==> src/rtl/rfs_pkg.sv <==
package rfs_pkg;

    typedef enum logic [2:0] {
        ST_OFF          = 3'd0,
        ST_SOFTSTART    = 3'd1,
        ST_RUN          = 3'd2,
        ST_FAULT_WAIT   = 3'd3,
        ST_THERMAL_WAIT = 3'd4
    } rfs_state_e;

    typedef enum logic [1:0] {
        FC_NONE        = 2'd0,
        FC_OVERCURRENT = 2'd1,
        FC_UNDERVOLT   = 2'd2,
        FC_THERMAL     = 2'd3
    } rfs_fault_e;

endpackage

==> src/rtl/rfs_oc_guard.sv <==
// Per-period overcurrent cut-off and consecutive-period counter.
module rfs_oc_guard #(
    parameter int OC_LIMIT = 8
) (
    input  logic clk,
    input  logic rst_n,
    input  logic active,
    input  logic on_window,
    input  logic oc_trip,
    input  logic period_end,
    output logic cut_q,
    output logic overflow
);
    localparam int CW = (OC_LIMIT > 1) ? $clog2(OC_LIMIT) : 1;
    localparam logic [CW-1:0] LAST = CW'(OC_LIMIT - 1);

    logic [CW-1:0] cnt_q;
    logic          hit;
    logic          had_oc;

    assign hit      = oc_trip && on_window;
    assign had_oc   = cut_q || hit;
    assign overflow = active && period_end && had_oc && (cnt_q == LAST);

    always_ff @(posedge clk or negedge rst_n) begin
        if (!rst_n) begin
            cut_q <= 1'b0;
            cnt_q <= '0;
        end else if (!active) begin
            cut_q <= 1'b0;
            cnt_q <= '0;
        end else if (period_end) begin
            cut_q <= 1'b0;
            if (!had_oc || overflow) begin
                cnt_q <= '0;
            end else begin
                cnt_q <= cnt_q + 1'b1;
            end
        end else begin
            cut_q <= had_oc;
        end
    end
endmodule

==> src/rtl/rfs_hiccup_timer.sv <==
// Counts dummy soft-start periods during the fault wait.
module rfs_hiccup_timer #(
    parameter int PERIODS = 4
) (
    input  logic clk,
    input  logic rst_n,
    input  logic waiting,
    input  logic arm,
    input  logic ramp_done,
    output logic restart_q,
    output logic expired
);
    localparam int PW = (PERIODS > 1) ? $clog2(PERIODS) : 1;
    localparam logic [PW-1:0] LAST = PW'(PERIODS - 1);

    logic [PW-1:0] per_q;

    assign expired = waiting && ramp_done && (per_q == LAST);

    always_ff @(posedge clk or negedge rst_n) begin
        if (!rst_n) begin
            per_q     <= '0;
            restart_q <= 1'b0;
        end else begin
            restart_q <= arm || (waiting && ramp_done);
            if (arm || !waiting) begin
                per_q <= '0;
            end else if (ramp_done) begin
                per_q <= per_q + 1'b1;
            end
        end
    end
endmodule

==> src/rtl/reg_fault_seq.sv <==
module reg_fault_seq
    import rfs_pkg::*;
#(
    parameter int OC_LIMIT       = 8,
    parameter int HICCUP_PERIODS = 4
) (
    input  logic       clk,
    input  logic       rst_n,
    input  logic       period_end,
    input  logic       bias_ok,
    input  logic       enable,
    input  logic       oc_trip,
    input  logic       uv_trip,
    input  logic       over_temp,
    input  logic       out_in_window,
    input  logic       ramp_done,
    input  logic       ramp_at_sw,
    input  logic       ramp_at_pg,
    output logic       sw_permit,
    output logic       ss_run,
    output logic       pg_out,
    output logic [1:0] fault_code
);
    rfs_state_e state_q, state_d;
    rfs_fault_e code_q, code_d;

    logic powered;
    logic active;
    logic on_window;
    logic pg_base;
    logic oc_cut;
    logic oc_overflow;
    logic fw_wait;
    logic fw_arm;
    logic fw_restart;
    logic fw_expired;

    assign powered = bias_ok && enable;
    assign active  = (state_q == ST_SOFTSTART) || (state_q == ST_RUN);
    assign fw_wait = (state_q == ST_FAULT_WAIT);
    assign fw_arm  = (state_d == ST_FAULT_WAIT) && !fw_wait;

    rfs_oc_guard #(.OC_LIMIT(OC_LIMIT)) u_oc (
        .clk       (clk),
        .rst_n     (rst_n),
        .active    (active),
        .on_window (on_window),
        .oc_trip   (oc_trip),
        .period_end(period_end),
        .cut_q     (oc_cut),
        .overflow  (oc_overflow)
    );

    rfs_hiccup_timer #(.PERIODS(HICCUP_PERIODS)) u_hiccup (
        .clk      (clk),
        .rst_n    (rst_n),
        .waiting  (fw_wait),
        .arm      (fw_arm),
        .ramp_done(ramp_done),
        .restart_q(fw_restart),
        .expired  (fw_expired)
    );

    // State and fault-cause registers
    always_ff @(posedge clk or negedge rst_n) begin
        if (!rst_n) begin
            state_q <= ST_OFF;
            code_q  <= FC_NONE;
        end else begin
            state_q <= state_d;
            code_q  <= code_d;
        end
    end

    // Transitions, in priority order: power loss, thermal, overcurrent, undervoltage
    always_comb begin
        state_d = state_q;
        code_d  = code_q;
        if (!powered) begin
            state_d = ST_OFF;
        end else if (over_temp) begin
            state_d = ST_THERMAL_WAIT;
            code_d  = FC_THERMAL;
        end else begin
            unique case (state_q)
                ST_OFF: state_d = ST_SOFTSTART;
                ST_SOFTSTART: begin
                    if (oc_overflow) begin
                        state_d = ST_FAULT_WAIT;
                        code_d  = FC_OVERCURRENT;
                    end else if (ramp_at_pg) begin
                        state_d = ST_RUN;
                        code_d  = FC_NONE;
                    end
                end
                ST_RUN: begin
                    if (oc_overflow) begin
                        state_d = ST_FAULT_WAIT;
                        code_d  = FC_OVERCURRENT;
                    end else if (uv_trip) begin
                        state_d = ST_FAULT_WAIT;
                        code_d  = FC_UNDERVOLT;
                    end
                end
                ST_FAULT_WAIT: begin
                    if (fw_expired) state_d = ST_OFF;
                end
                ST_THERMAL_WAIT: state_d = ST_SOFTSTART;
                default: state_d = ST_OFF;
            endcase
        end
    end

    // Per-state outputs
    always_comb begin
        ss_run    = 1'b0;
        on_window = 1'b0;
        pg_base   = 1'b0;
        unique case (state_q)
            ST_OFF:          ss_run = 1'b0;
            ST_SOFTSTART: begin
                ss_run    = 1'b1;
                on_window = ramp_at_sw;
            end
            ST_RUN: begin
                ss_run    = 1'b1;
                on_window = 1'b1;
                pg_base   = 1'b1;
            end
            ST_FAULT_WAIT:   ss_run = !fw_restart;
            ST_THERMAL_WAIT: ss_run = 1'b0;
            default:         ss_run = 1'b0;
        endcase
    end

    assign sw_permit  = on_window && !oc_cut && !oc_trip;
    assign pg_out     = pg_base && powered && out_in_window;
    assign fault_code = code_q;
endmodule

==> config.mk <==
export PLATFORM = sky130hd
export DESIGN_NAME = reg_fault_seq
export DESIGN_NICKNAME = d
export VERILOG_FILES = /design/src/rtl/rfs_pkg.sv /design/src/rtl/rfs_oc_guard.sv /design/src/rtl/rfs_hiccup_timer.sv /design/src/rtl/reg_fault_seq.sv
export SDC_FILE = /design/constraint.sdc
export NUM_CORES = 1
export LEC_CHECK = 0
export ABC_CLOCK_PERIOD_IN_PS = 1450
export CORE_MARGIN = 5
export CORE_UTILIZATION = 44
export CTS_CLUSTER_DIAMETER = 80
export DETAILED_ROUTE_END_ITERATION = 16
export GPL_ROUTABILITY_DRIVEN = 0
export PLACE_DENSITY = 0.78
export SLEW_MARGIN = 20
export SYNTH_ARGS = -nofsm -noshare
export SYNTH_HDL_FRONTEND = slang
export SYNTH_SLANG_ARGS = --single-unit
==> constraint.sdc <==
create_clock -name clk -period 1.45 [get_ports clk]
set_input_delay 0.145 -clock clk [delete_from_list [all_inputs] [get_ports clk]]
set_output_delay 0.145 -clock clk [all_outputs]
set_load 0.02 [all_outputs]
==> flow_metrics.tcl <==
set metrics [dict create \
    status "finished with violations" \
    failed_checks "negative setup slack" \
    yosys-top-cells-area "dfrtp_1 (36%), ha_1 (4.6%), nor3b_4 (4.6%), mux2i_1 (3.6%), xor2_4 (3.3%)" \
    worst-setup-path-type "flop to flop" \
    fillCellCount 126 \
    synth_warnings 0 \
    synth.largest_area_cell "dfrtp_1" \
    hold_class "primary input to async pin" \
    syn_avg_cell_area_um2 10.3 \
    via_per_inst 5.38 \
    clock_sinks 12 \
    core-area_um2 1750 \
    path_cells "ha_4 > ha_4 > o211ai_1 > buf_4 > buf_6 > nor2_4 > o21ai_2 > o41ai_2" \
    vias 802 \
    maxSlewHeadroom_pct 78.2 \
    critPathSlowestCell "dfrtp_1" \
    htreeDepth 1 \
    cts_tree "done" \
    synth_common_cells "dfrtp_1 (12), nor2_1 (6), a21oi_1 (5), o21ai_1 (5)" \
    syn_inst 80 \
    critPathMaxFanout 3 \
    drc_errors 0 \
    final_util_pct 75.9 \
    r2r-end "state_q[0]" \
    max_cap_violations 0 \
    track_usage_pct 17.1 \
    fin_nets 140 \
    clockBufferDepth 2 \
    clk_pin_slew_worst_paths_ns 0.08 \
    port_buffers 16 \
    period_minus_slack_ns 1.62 \
    hold_ws_ns 0.125 \
    p_per_area_nw_per_um2 603 \
    synth_seq_cells 12 \
    critPathLaunchType "flop" \
    synth.net_count 95 \
    setup_ws_ns -0.169 \
    first_pass_iters 4 \
    p_leak_nw 0.586 \
    peakVddDrop_uv 498 \
    crit_path_end_kind "flop" \
    synth_top_area_share_pct 36.5 \
    rr_startpoint "u_oc.cnt_q[1]" \
    ant_nets 0 \
    yosysUniqueCellTypes 33 \
    reg2regPathDepth 8 \
    maxSlewViolCount 0 \
    first_global_vias 768 \
    rsz0062_at_grt "true" \
    r2r_setup_slack_ns -0.17 \
    critical_path.top_delay_family "flip-flops" \
    required_ns 1.60 \
    cp.arrival_ns 1.77 \
    worst_pin_slew_ns 0.326 \
    io_pins 17 \
    fin_crit_sh_pct 112 \
    antenna_found_initial 0 \
    synth_most_common_cell "dfrtp_1" \
    critPathMaxStageDelay_ns 0.42 \
    drive_gt1_share_pct 46.0 \
    ys_seq_area_share_pct 36.5 \
    die_w_um 53.3 \
    rows 15 \
    syn-cell-area_um2 823 \
    grt_overflow 0 \
    area_delta_synth_final_pct 60.9 \
    synth_edf_count 0 \
    drt_wl_total_um 2430 \
    clk_latency_ns 0.27 \
    hpwl_um 1520 \
    setup_violations 5 \
    initial_utilization_pct 47.2 \
    worst_path_most_repeated_cell "ha_4" \
    grt_first_pass_wirelength_um 3480 \
    die_h_um 53.3 \
    ys.flop_type "dfrtp_1" \
    fp.dieArea_um2 2840 \
    root_buffer "clkbuf_4" \
    hold_viol_final 0 \
    fin_tns_setup_ns -0.621 \
    crit_buf_inv 2 \
    antenna_cells 0 \
    critical_path_depth 8 \
    finClkSkew_ns 0.000674 \
    synthArstFlopShare_pct 100 \
    cts_buffers 3 \
    avgRoutedWirePerCell_um 16.3 \
    max_freq_ghz 0.618 \
    drt-initial-drc-count 17 \
    grt_max_degree 11 \
]
[layer usage]
layer	up-vias	wire (um)	track usage, %
met5	-	0	0
met4	0	52	8.09
met3	8	100	3.94
met2	18	1210	25.7
met1	392	1070	22.8
li1	384	-	-
[state kept, by name, summed over array words and instances (netlist names)]
register,cells
u_hiccup.restart_q,1
u_oc.cnt_q,3
fault_code,2
u_oc.cut_q,1
state_q,3
u_hiccup.per_q,2
[repair_timing]
item | CTS | global route
pin swaps | 8 | 9
hold buffers | 0 | 0
buffers inserted | 3 | 5
resized for setup | 21 | 21
gates cloned | 0 | 1
endpoints found under the setup margin | 11 | 13
[how the worst max path moves through the flow]
stage	slack, ns	start	endpoint
floorplan	0.005	state_q[2]	pg_out
global route	-0.23	u_oc.cnt_q[1]	state_q[0]
CTS	-0.11	u_oc.cnt_q[1]	state_q[0]
global placement	-0.33	ramp_at_sw	sw_permit
finish	-0.17	u_oc.cnt_q[1]	state_q[0]
detailed placement	-0.42	ramp_at_sw	sw_permit
[through the flow]
stage	instance area, um^2	std cells	setup WS [ns]	power [W]
after floorplan	828	80	0.00512	0.000422
after global placement	1130	137	-0.332	0.000517
after detailed placement	1130	137	-0.418	0.000520
after CTS	1210	144	-0.114	0.000790
after global routing	1330	149	-0.228	0.000842
final	1330	149	-0.169	0.000799
[cell type report]
type	count	area, um^2	area share [%]
Multi-Input combinational cell	62	572	43.2
Tap cell	25	31.3	2.36
Inverter	3	11.3	0.850
Clock buffer	4	36.3	2.74
Sequential cell	12	302	22.8
Timing Repair Buffer	43	373	28.1
[power breakdown]
group / switching, W / internal [W]
clock network: 0.000118 / 0.000153
logic: 0.0000827 / 0.0000932
registers: 0.00000822 / 0.000344
[layout by cell type (no fill, tap or decap), types with 4 or more instances in the layout]
cell type / count
a21oi_1: 4
buf_4: 25
dfrtp_1: 11
buf_6: 4
clkdlybuf4s50_1: 11
[cell families after synthesis]
group	count (synthesis)	synth area share, %
fa+ha+maj	3	4.56
compound gates	25	21.4
flops	12	36.5
xor+xnor	2	4.41
simple gates	28	23.1
mux	4	5.02
buf+inv	6	5.02
Power figures use the tool's default switching activity.
